**src/rtl/tsf_pkg.sv**
```systemverilog
package tsf_pkg;
  localparam int COORD_W = 10;
  localparam int WORD_W  = 32;
  localparam int PEN_BIT = 31;
  localparam int X_LSB   = 16;
  localparam int Y_LSB   = 0;
  localparam int ST_EMPTY = 7;
  localparam int ST_OVR   = 8;

  function automatic logic [WORD_W-1:0] pack_sample(input logic pen,
                                                    input logic [COORD_W-1:0] x,
                                                    input logic [COORD_W-1:0] y);
    logic [WORD_W-1:0] w;
    w = '0;
    w[PEN_BIT] = pen;
    w[X_LSB +: COORD_W] = x;
    w[Y_LSB +: COORD_W] = y;
    return w;
  endfunction
endpackage

```
**src/rtl/tsf_store.sv**
```systemverilog
module tsf_store #(
  parameter int DEPTH  = 4,
  parameter int WORD_W = 32,
  parameter int CNT_W  = $clog2(DEPTH + 1)
) (
  input  logic              clk,
  input  logic              rst_n,
  input  logic              push,
  input  logic [WORD_W-1:0] din,
  input  logic              pop_req,
  output logic [WORD_W-1:0] head,
  output logic [CNT_W-1:0]  count,
  output logic              empty,
  output logic              dropped,
  output logic              drained
);
  localparam int AW = (DEPTH > 1) ? $clog2(DEPTH) : 1;
  localparam logic [AW-1:0]    LAST = AW'(DEPTH - 1);
  localparam logic [CNT_W-1:0] FULL_CNT = CNT_W'(DEPTH);

  logic [WORD_W-1:0] mem [DEPTH];
  logic [AW-1:0] wp, rp;
  logic full, push_ok, pop_ok;

  function automatic logic [AW-1:0] step(input logic [AW-1:0] p);
    return (p == LAST) ? '0 : p + 1'b1;
  endfunction

  assign empty   = (count == '0);
  assign full    = (count == FULL_CNT);
  assign pop_ok  = pop_req && !empty;
  assign push_ok = push && (!full || pop_ok);
  assign dropped = push && !push_ok;
  assign drained = pop_ok && !push_ok && (count == CNT_W'(1));
  assign head    = mem[rp];

  always_ff @(posedge clk) begin
    if (push_ok) mem[wp] <= din;
  end

  always_ff @(posedge clk) begin
    if (!rst_n) begin
      wp <= '0;
      rp <= '0;
      count <= '0;
    end else begin
      if (push_ok) wp <= step(wp);
      if (pop_ok)  rp <= step(rp);
      case ({push_ok, pop_ok})
        2'b10:   count <= count + 1'b1;
        2'b01:   count <= count - 1'b1;
        default: count <= count;
      endcase
    end
  end

  p_count_bound_r2: assert property (@(posedge clk) disable iff (!rst_n)
    count <= FULL_CNT);
  p_drop_keeps_count_r3: assert property (@(posedge clk) disable iff (!rst_n)
    (push && full && !pop_req) |=> (count == FULL_CNT));
  p_empty_pop_inert_r6: assert property (@(posedge clk) disable iff (!rst_n)
    (pop_req && empty && !push) |=> empty);
  p_full_swap_r8: assert property (@(posedge clk) disable iff (!rst_n)
    (push && pop_req && full) |=> (count == FULL_CNT));
endmodule

```
**src/rtl/tsf_flags.sv**
```systemverilog
module tsf_flags #(
  parameter int CNT_W = 3
) (
  input  logic             clk,
  input  logic             rst_n,
  input  logic             dropped,
  input  logic             drained,
  input  logic [CNT_W-1:0] count,
  input  logic [CNT_W-1:0] thr,
  output logic             ovr,
  output logic             irq
);
  always_ff @(posedge clk) begin
    if (!rst_n)       ovr <= 1'b0;
    else if (dropped) ovr <= 1'b1;
    else if (drained) ovr <= 1'b0;
  end

  assign irq = (thr != '0) && (count >= thr);

  p_ovr_set_r3: assert property (@(posedge clk) disable iff (!rst_n)
    dropped |=> ovr);
  p_ovr_sticky_r4: assert property (@(posedge clk) disable iff (!rst_n)
    $fell(ovr) |-> (count == '0));
  p_irq_off_r7: assert property (@(posedge clk) disable iff (!rst_n)
    (thr == '0) |-> !irq);
endmodule

```
**src/rtl/touch_sample_fifo.sv**
```systemverilog
module touch_sample_fifo #(
  parameter int DEPTH = 4,
  localparam int CNT_W = $clog2(DEPTH + 1)
) (
  input  logic             clk,
  input  logic             rst_n,
  input  logic             smp_valid,
  input  logic             smp_pen,
  input  logic [9:0]       smp_x,
  input  logic [9:0]       smp_y,
  input  logic [CNT_W-1:0] irq_thr,
  input  logic             rd_en,
  input  logic             rd_sel,
  output logic [31:0]      rd_data,
  output logic             irq
);
  import tsf_pkg::*;

  logic [WORD_W-1:0] head;
  logic [CNT_W-1:0]  count;
  logic empty, dropped, drained, ovr, pop_req;
  logic [WORD_W-1:0] status;

  assign pop_req = rd_en && rd_sel;

  tsf_store #(.DEPTH(DEPTH), .WORD_W(WORD_W), .CNT_W(CNT_W)) u_store (
    .clk(clk), .rst_n(rst_n),
    .push(smp_valid), .din(pack_sample(smp_pen, smp_x, smp_y)),
    .pop_req(pop_req), .head(head), .count(count), .empty(empty),
    .dropped(dropped), .drained(drained)
  );

  tsf_flags #(.CNT_W(CNT_W)) u_flags (
    .clk(clk), .rst_n(rst_n), .dropped(dropped), .drained(drained),
    .count(count), .thr(irq_thr), .ovr(ovr), .irq(irq)
  );

  always_comb begin
    status = '0;
    status[CNT_W-1:0] = count;
    status[ST_EMPTY]  = empty;
    status[ST_OVR]    = ovr;
  end

  always_ff @(posedge clk) begin
    if (!rst_n) rd_data <= '0;
    else if (rd_en) begin
      if (!rd_sel)    rd_data <= status;
      else if (empty) rd_data <= '0;
      else            rd_data <= head;
    end
  end

  p_empty_read_zero_r6: assert property (@(posedge clk) disable iff (!rst_n)
    (rd_en && rd_sel && empty) |=> (rd_data == '0));
  p_reserved_zero_r1: assert property (@(posedge clk) disable iff (!rst_n)
    (rd_data[30:26] == '0) && (rd_data[15:10] == '0));
endmodule

```
**config.mk**
```make
export PLATFORM = sky130hd
export DESIGN_NAME = touch_sample_fifo
export DESIGN_NICKNAME = d
export VERILOG_FILES = /design/src/rtl/tsf_pkg.sv /design/src/rtl/tsf_store.sv /design/src/rtl/tsf_flags.sv /design/src/rtl/touch_sample_fifo.sv
export SDC_FILE = /design/constraint.sdc
export NUM_CORES = 1
export LEC_CHECK = 0
export ABC_CLOCK_PERIOD_IN_PS = 2400
export BUFFER_PORTS_ARGS = -buffer_cell sky130_fd_sc_hd__clkbuf_2
export CORE_MARGIN = 10
export CORE_UTILIZATION = 56
export DETAILED_ROUTE_END_ITERATION = 16
export GPL_ROUTABILITY_DRIVEN = 1
export PLACE_DENSITY = 0.78
export SLEW_MARGIN = 20
export SYNTH_ARGS = -nofsm -noshare
export SYNTH_HDL_FRONTEND = slang
export SYNTH_SLANG_ARGS = --single-unit
export TNS_END_PERCENT = 100
```
**constraint.sdc**
```tcl
create_clock -name clk -period 2.4 [get_ports clk]
set_input_delay 0.72 -clock clk [delete_from_list [all_inputs] [get_ports clk]]
set_output_delay 0.72 -clock clk [all_outputs]
set_load 0.05 [all_outputs]
```
==> metrics.txt, run 1 <==
Fin Clk Skew 0.01648 ns; WS Path Type flop to output port; Hold Path Stages 1; number of flops mapped to enable cells by yosys 84; Hold Crit Class primary input to flop; Core ar. 7767 um^2; failing checks negative setup slack; DRT antenna net count 0; initial antenna violation count 0; Worst R2R Path Depth 8; worst-skew pair later-pin latency 0.52 ns; Synth cell types 33; CP Capture Type output port; commonest cells in the netlist edfxtp_1 (84), dfxtp_1 (31), mux4_2 (21), a22o_1 (19), ha_1 (13); Bufs on Longest Clock Path 2; post-synthesis cell area 4484 um^2; Synth warnings 0; total clock buffers created by CTS 17; WP data arrival 1.72 ns; share of cells above drive strength 1 36.84%; Placer Congestion 0.7785; run status finished with violations; Post-Synthesis Cells 255; R2R Path Start u_store.count[0]$_SDFFE_PN0P_; Rows 32; fin. max-slew vios 0; Post-route DRC 0; clk root buf clkbuf_8; IO Count 62; Crit path required time 1.68 ns; Initial Utilization 57.73%; crit share post-route 101.7%; DRT Pass-1 Iters 4; PD cells 999.0 nW/um^2; CTS tree built; detailed-route wire length 8.904 mm; max-cap viol count 0; worst reg2reg endpoint u_store.count[2]$_SDFFE_PN0P_; first-pass GRT wire length 14.02 mm; ANT cells 0; top-count cell post-synth edfxtp_1; Synth top area share 56.25%; WHS 0.4223 ns; H-tree Lvls 4; Max Clock Freq 0.4099 GHz; via count 2409; final-stage net count 372; crit path max fanout 2; fin crit period 2.440 ns; final worst slack -0.03976 ns; RSZ-0062 raised after global routing true; #FFs+latches synth 115; grt ovf 0; Total GRT Usage 16.19%; Critical Path Start Type flop; clock slew at reported path FFs 0.05 ns; Final Power 5.552 mW; Main synth FF type edfxtp_1; DPL Wire Length 5.334 mm; Final TNS setup -0.03976 ns; final setup fails 1; routed len/inst 20.05 um; Worst R2R Setup Slack 0.41 ns; Initial DRC Count 118; Synth async-reset ratio 0%; post-synth top area cell edfxtp_1; leading post-synthesis cells by cell area edfxtp_1 (56%), dfxtp_1 (14%), mux4_2 (11%); Setup crit start u_store.count[0]$_SDFFE_PN0P_; Seq/Total Area, Yosys 70.09%; Leak 2.093 nW; utilization after layout 71.55%; clk sinks 115; number of global-route vias before repair 2607; pin count of the biggest net entering global routing 22; via/cell ratio 5.426; Hold Startpoint smp_x[1]; Die ar. 11990 um^2; Peak VDD IR 0.7324 mV; Final Hold Vio Count 0; syn avg cell area 17.59 um^2; die height 109.5 um; Area Growth Syn to Fin 23.94%; Die X 109.5 um; hold endpoint u_store.mem[0][11]$_DFFE_PP_; Port Buffers 50
[critical path, cell delays in order, from the launching register on]
cell and delay, ns:
dfxtp_2 0.32, inv_2 0.07, ha_4 0.20, nand2b_4 0.13, a21o_1 0.16, a21oi_2 0.13
nor2_2 0.05, buf_8 0.15
[placed cells by master (no fill, tap or decap), drive strengths merged, types with 3 or more instances in the layout]
master and n:
a22o 19, a31oi 3, and2 7, buf 19, bufinv 5, clkbuf 69, clkinv 6, conb 11
dfxtp 31, edfxtp 84, ha 13, inv 11, mux2i 5, mux4 21, nand2 6, nand2b 3
nor2 4, nor2b 5, o21ai 6, o22ai 3
[repair_timing]
action | CTS | global route
buffers inserted | 1 | 0
setup endpoints to repair | 1 | 1
gates resized for setup | 7 | 1
pin swaps | 3 | 0
hold buffers | 0 | 0
[routing by layer]
| layer | part of all wire [%] | vias to the layer above | global-route usage, % |
|---|---|---|---|
| li1 | - | 1115 | - |
| met1 | 40 | 1187 | 17.81 |
| met2 | 51 | 88 | 27.04 |
| met3 | 7.3 | 19 | 7.080 |
| met4 | 1.8 | 0 | 6.599 |
| met5 | 0 | - | 0 |
[flip-flops by register name, indices dropped and copies added (netlist names), named ones only]
register	count
rd_data	21
u_flags.ovr	1
u_store.wp	2
u_store.mem	84
u_store.count	3
u_store.rp	2
[power by group]
group	total, mW	switching [mW]	internal [mW]
Sequential	2.31	0.0590	2.25
Clock	2.60	0.830	1.77
Combinational	0.634	0.370	0.264
Total	5.55	1.26	4.29
[how the worst max path moves through the flow]
stage | endpoint | slack (ns) | cells after the start
floorplan | irq | 0.03 | 5
detailed placement | irq | -0.21 | 7
finish | irq | -0.04 | 7
global placement | irq | -0.15 | 7
global route | irq | -0.11 | 7
CTS | irq | -0.08 | 7
[kinds of logic after synthesis]
kind of cell / after synthesis / synth area share (%)
simple gates: 30 / 3.878
fa+ha+maj: 13 / 3.627
other cells: 1 / 0.08363
compound gates: 35 / 5.971
flops: 115 / 70.09
xor+xnor: 2 / 0.3907
buf+inv: 33 / 4.297
mux: 26 / 11.66
[per-stage QoR]
step | std cells | setup slack [ns] | instance area, um^2
2_1_floorplan | 265 | 0.02606 | 4524
3_3_place_gp | 412 | -0.1489 | 4905
3_5_place_dp | 412 | -0.2079 | 4905
4_1_cts | 444 | -0.07990 | 5557
5_1_grt | 444 | -0.1115 | 5558
6_report | 444 | -0.03976 | 5558
[area by class of cell]
class / instances / area [um^2]
Clock buffer: 20 / 425.4
Clock inverter: 11 / 185.2
Fill cell: 486 / 2210
Inverter: 11 / 41.29
Multi-Input combinational cell: 117 / 1212
Sequential cell: 115 / 3146
Tap cell: 102 / 127.6
Timing Repair Buffer: 68 / 420.4
Power figures use the tool's default switching activity.
==> run 2, diff against run 1 <==
- RECOVER_POWER: unset -> 25
==> run 2 against run 1 <==
The run still ends with negative setup slack left. Global-route usage unchanged. Critical path depth did not move. Largest power group unchanged. First-iteration DRC count rose by 28%. Register-to-register slack about the same. Highest routed layer unchanged. Sequential power is essentially flat. Combinational power hardly changed. Final cell count did not move. Power barely moved. Non-clock buffer count stayed put. Routed wire length increased by 0.13%. Die area unchanged. Largest cell class unchanged.
==> metrics.txt, run 2 (synthesis results as in run 1) <==
routed len/inst 20.08 um (was 20.05 um); Max stage delay on crit path 0.32 ns (about the same); Filler Cell Count 497 (was 486); clock slew at reported path FFs 0.05 ns (about the same); post-cts hold buffer count 0 (unchanged); Initial Utilization 57.73% (unchanged); final-stage net count 372 (unchanged); clk sinks 115 (unchanged); max-cap viol count 0 (unchanged); via/cell ratio 5.426 (unchanged); failing checks negative setup slack (unchanged); final worst slack -0.03772 ns (was -0.03976 ns); DP Area 4905 um^2 (unchanged); crit share post-route 101.6% (was 101.7%); most frequent cells in the layout edfxtp_1 (84), clkbuf_2 (35), dfxtp_1 (29) (was edfxtp_1 (84), clkbuf_2 (49), dfxtp_1 (29)); Peak VDD IR 0.7317 mV (was 0.7324 mV); IO Count 62 (unchanged); Final Hold Vio Count 0 (unchanged); Leak 2.051 nW (was 2.093 nW); share of cells above drive strength 1 32.75% (was 36.84%); most common cell after layout, fill and taps aside edfxtp_1 (unchanged); Hold Startpoint smp_x[8] (was smp_x[1]); Worst R2R Path Depth 8 (unchanged); R2R Path Start u_store.count[0]$_SDFFE_PN0P_ (unchanged); via count 2409 (unchanged); Hold Path Stages 1 (unchanged); grt ovf 0 (unchanged); PD cells 1001 nW/um^2 (was 999.0 nW/um^2); Post-route DRC 0 (unchanged); slowest cell on the critical path dfxtp_2 (unchanged); final setup fails 1 (unchanged); die height 109.5 um (unchanged); Final Power 5.547 mW (was 5.552 mW); hold endpoint u_store.mem[3][18]$_DFFE_PP_ (was u_store.mem[0][11]$_DFFE_PP_); Initial DRC Count 151 (was 118); Top delay family on crit path flip-flops (unchanged); Crit path required time 1.68 ns (about the same); pin count of the biggest net entering global routing 22 (unchanged); Core ar. 7767 um^2 (unchanged); clk root buf clkbuf_8 (unchanged); Final Instance Area 5540 um^2 (was 5558 um^2); Die ar. 11990 um^2 (unchanged); WHS 0.4324 ns (was 0.4223 ns); CTS tree built (unchanged); max reg flops 84 (unchanged); worst-path cell chain inv_2 -> ha_4 -> nand2b_4 -> a21o_1 -> a21oi_2 -> nor2_2 -> buf_8 (unchanged); Worst R2R Setup Slack 0.41 ns (about the same); Critical Path Start Type flop (unchanged); CP Capture Type output port (unchanged); worst-skew pair later-pin latency 0.51 ns (was 0.52 ns); Hold Crit Class primary input to flop (unchanged); Placer Congestion 0.7785 (unchanged); detailed-route wire length 8.916 mm (was 8.904 mm); fin. max-slew vios 0 (unchanged); DPL Wire Length 5.334 mm (unchanged); WS Path Type flop to output port (unchanged); total clock buffers created by CTS 17 (unchanged); number of global-route vias before repair 2607 (unchanged); Total GRT Usage 16.19% (unchanged); first-pass GRT wire length 14.02 mm (unchanged); DRT Pass-1 Iters 4 (unchanged); run status finished with violations (unchanged); Biggest register u_store.mem (unchanged); ANT cells 0 (unchanged); Max Clock Freq 0.4102 GHz (was 0.4099 GHz); fin cells 444 (unchanged); Area Growth Syn to Fin 23.55% (was 23.94%); Die X 109.5 um (unchanged); Fin Clk Skew 0.01624 ns (was 0.01648 ns); DRT antenna net count 0 (unchanged); crit path max fanout 2 (unchanged); Placed Cells incl. Taps 412 (unchanged); Bufs on Longest Clock Path 2 (unchanged); WP data arrival 1.72 ns (about the same); RSZ-0062 raised after global routing true (unchanged); initial antenna violation count 0 (unchanged); H-tree Lvls 4 (unchanged); Rows 32 (unchanged); worst reg2reg endpoint u_store.count[2]$_SDFFE_PN0P_ (unchanged); Port Buffers 50 (unchanged); fin crit period 2.438 ns (was 2.440 ns); buffers plus inverters on the worst setup path 2 (unchanged); Top Registers u_store.mem: 84 flops, rd_data: 21 flops, u_store.count: 3 flops (unchanged)
==> run 2: changes by cell type in the layout (fill, tap and decap cells not counted) <==
cell and change:
clkbuf_1 +14, clkbuf_2 -14
==> run 2: per-stage QoR <==
step | setup WS, ns | TNS (ns) | utilization (%)
2_1_floorplan | 0.02606 | 0 | -
3_3_place_gp | -0.1489 | -0.1489 | 63.14
3_5_place_dp | -0.2079 | -0.2079 | 63.14
4_1_cts | -0.07990 | -0.07990 | 71.54
5_1_grt | -0.1115 | -0.1115 | 71.33
6_report | -0.03772 | -0.03772 | 71.33
==> run 2: timing repair <==
action	in CTS	in global routing
endpoints found under the setup margin	1	1
resized for setup	7	1
pin swaps	3	0
buffers inserted	1	0
==> run 2: worst max-delay path by stage <==
| stage | start | to | slack [ns] | cells after the start |
|---|---|---|---|---|
| floorplan | irq_thr[0] | irq | 0.03 | 5 |
| global placement | irq_thr[0] | irq | -0.15 | 7 |
| detailed placement | irq_thr[0] | irq | -0.21 | 7 |
| CTS | u_store.count[0]$_SDFFE_PN0P_ | irq | -0.08 | 7 |
| global route | u_store.count[0]$_SDFFE_PN0P_ | irq | -0.11 | 7 |
| finish | u_store.count[0]$_SDFFE_PN0P_ | irq | -0.04 | 7 |
==> run 2: layer usage <==
metal  vias up  GRT usage (%)  share of wire [%]
met4         0          6.599                1.5
met5         -              0                  0
li1       1115              -                  -
met1      1192          17.81                 39
met2        87          27.04                 52
met3        15          7.080                7.8
==> run 2: power by group <==
part           internal [mW]  switching, mW
logic                  0.261          0.370
clock network           1.77          0.828
registers               2.25         0.0588
==> run 2: layout make-up <==
type / count / area (um^2) / area share, %
Tap cell: 102 / 127.6 / 2.304
Sequential cell: 115 / 3146 / 56.78
Multi-Input combinational cell: 117 / 1212 / 21.88
Clock inverter: 11 / 185.2 / 3.342
Clock buffer: 20 / 425.4 / 7.678
Inverter: 11 / 41.29 / 0.7453
Timing Repair Buffer: 68 / 402.9 / 7.272
==> run 3, diff against run 2 <==
- PLACE_DENSITY: 0.78 -> 0.84
==> run 3 against run 2 <==
The flow still finishes with violations (negative setup slack). Final area fell by 0.56%. Worst hold slack improved by 0.0048 ns. Power fell by 4.0%. Critical endpoint unchanged.
==> metrics.txt, run 3 (synthesis results as in run 1) <==
run status finished with violations (unchanged); failing checks negative setup slack (unchanged); IO Count 62 (unchanged); Rows 32 (unchanged); detailed-route wire length 8.380 mm (was 8.916 mm); CTS tree built (unchanged); Initial DRC Count 149 (was 151); clk sinks 115 (unchanged); number of global-route vias before repair 2593 (was 2607); Gate power share 12.1% (was 11.4%); fin cells 444 (unchanged); Critical Path Start Type flop (unchanged); Port Buffers 50 (unchanged); max reg flops 84 (unchanged); Crit path required time 1.68 ns (about the same); crit share post-route 101.2% (was 101.6%); Hold Startpoint smp_y[1] (was smp_x[8]); initial antenna violation count 0 (unchanged); DRT antenna net count 0 (unchanged); utilization after layout 70.92% (was 71.33%); Total GRT Usage 15.17% (was 16.19%); DPL Wire Length 5.317 mm (was 5.334 mm); Sw Pwr 1.244 mW (was 1.257 mW); Setup crit start u_store.count[0]$_SDFFE_PN0P_ (unchanged); final worst slack -0.02893 ns (was -0.03772 ns); fin. max-slew vios 0 (unchanged); R2R Path Start u_store.count[0]$_SDFFE_PN0P_ (unchanged); via count 2431 (was 2409); Bufs on Longest Clock Path 2 (unchanged); final-stage net count 371 (was 372); die height 109.5 um (unchanged); fin crit period 2.429 ns (was 2.438 ns); clock slew at reported path FFs 0.05 ns (about the same); GRT Max-Usage Layer met2 (unchanged); Internal 4.082 mW (was 4.290 mW); final setup fails 1 (unchanged); clk root buf clkbuf_8 (unchanged); Post-route DRC 0 (unchanged); WS Path Type flop to output port (unchanged); met1 usage 17.34% (was 17.81%); via/cell ratio 5.475 (was 5.426); Placed Cells incl. Taps 411 (was 412); WP data arrival 1.71 ns (was 1.72 ns); H-tree Lvls 4 (unchanged); crit path max fanout 2 (unchanged); WHS 0.4373 ns (was 0.4324 ns); worst-skew pair later-pin latency 0.51 ns (about the same); pin count of the biggest net entering global routing 22 (unchanged); first-pass GRT wire length 13.43 mm (was 14.02 mm); M3 GR Usage 5.325% (was 7.080%); Fin Clk Skew 0.01051 ns (was 0.01624 ns); Initial Utilization 57.73% (unchanged); Filler Cell Count 476 (was 497); total clock buffers created by CTS 17 (unchanged); most common cell after layout, fill and taps aside edfxtp_1 (unchanged); grt ovf 0 (unchanged); routed len/inst 18.87 um (was 20.08 um); Leak 2.027 nW (was 2.051 nW); RSZ-0062 raised after global routing true (unchanged); Placer Congestion 0.8004 (was 0.7785); Area Growth Syn to Fin 22.85% (was 23.55%); CP Capture Type output port (unchanged); Biggest register u_store.mem (unchanged); Max Clock Freq 0.4117 GHz (was 0.4102 GHz); Top Registers u_store.mem: 84 flops, rd_data: 21 flops, u_store.count: 3 flops (unchanged); max-cap viol count 0 (unchanged); most frequent cells in the layout edfxtp_1 (84), clkbuf_2 (33), dfxtp_1 (30) (was edfxtp_1 (84), clkbuf_2 (35), dfxtp_1 (29)); Die X 109.5 um (unchanged); met2 Track Usage GR 24.62% (was 27.04%); Switching Fraction 23.35% (was 22.66%); clock share of power 44.8% (was 46.9%); Peak VDD IR 0.5690 mV (was 0.7317 mV); Die ar. 11990 um^2 (unchanged); Core ar. 7767 um^2 (unchanged); share of cells above drive strength 1 32.46% (was 32.75%); sequential cell fraction of total power 43.2% (was 41.7%); Final Hold Vio Count 0 (unchanged); DRT Pass-1 Iters 5 (was 4); PD cells 966.7 nW/um^2 (was 1001 nW/um^2); Hold Crit Class primary input to flop (unchanged); pre-CTS setup slack -0.1834 ns (was -0.2079 ns); ANT cells 0 (unchanged)
## run 3: area by class of cell
type,count,area [um^2],share of cell area (%)
clock inverters,12,140.1,2.544
multi-input cells,117,1212,22.01
repair buffers,67,417.9,7.586
flip-flops and latches,115,3144,57.07
inverters,11,41.29,0.7495
well taps,102,127.6,2.317
clock buffers,20,425.4,7.722
## run 3: path summary, 6_finish.rpt
kind                                   endpoint  slack, ns  cells past startpoint
hold / removal      u_store.mem[0][1]$_DFFE_PP_       0.44                      1
setup / recovery                            irq      -0.03                      7
hold reg to reg        rd_data[31]$_SDFFE_PN0P_       0.48                      1
setup reg to reg  u_store.count[2]$_SDFFE_PN0P_       0.41                      8
## run 3: layer usage
layer  part of all wire, %  wire length (um)
met5                     0                 0
met4                   2.3               189
met2                    52              4318
met3                   7.6               637
met1                    39              3235
## run 3: critical path, cell delays in order, from the launching register on
cell	delay, ns
dfxtp_2	0.33
inv_2	0.05
ha_4	0.20
nand2b_4	0.13
a21o_1	0.16
a21oi_2	0.13
nor2_2	0.05
buf_8	0.15
## run 3: per-stage QoR
stage          power, mW  area (um^2)  setup TNS (ns)
2_1_floorplan      2.783         4524               0
3_3_place_gp       2.927         4921         -0.1441
3_5_place_dp       2.951         4921         -0.1834
5_1_grt            5.517         5509         -0.1079
4_1_cts            5.361         5528        -0.05929
6_report           5.326         5509        -0.02893
## run 3: repair_timing
action / 4_1_cts / 5_1_grt
setup endpoints to repair: 1 / 1
gates resized for setup: 7 / 1
hold buffers: 0 / 0
pin swaps: 3 / 0
setup buffers: 1 / 0
## run 3: power by group through the flow
| stage | Combinational [mW] | Clock [mW] | Sequential (mW) |
|---|---|---|---|
| 5_1_grt | 0.701 | 2.51 | 2.31 |
| 3_5_place_dp | 0.615 | 0 | 2.34 |
| 2_1_floorplan | 0.375 | 0 | 2.41 |
| 3_3_place_gp | 0.598 | 0 | 2.33 |
| 6_report | 0.644 | 2.38 | 2.30 |
| 4_1_cts | 0.649 | 2.41 | 2.30 |
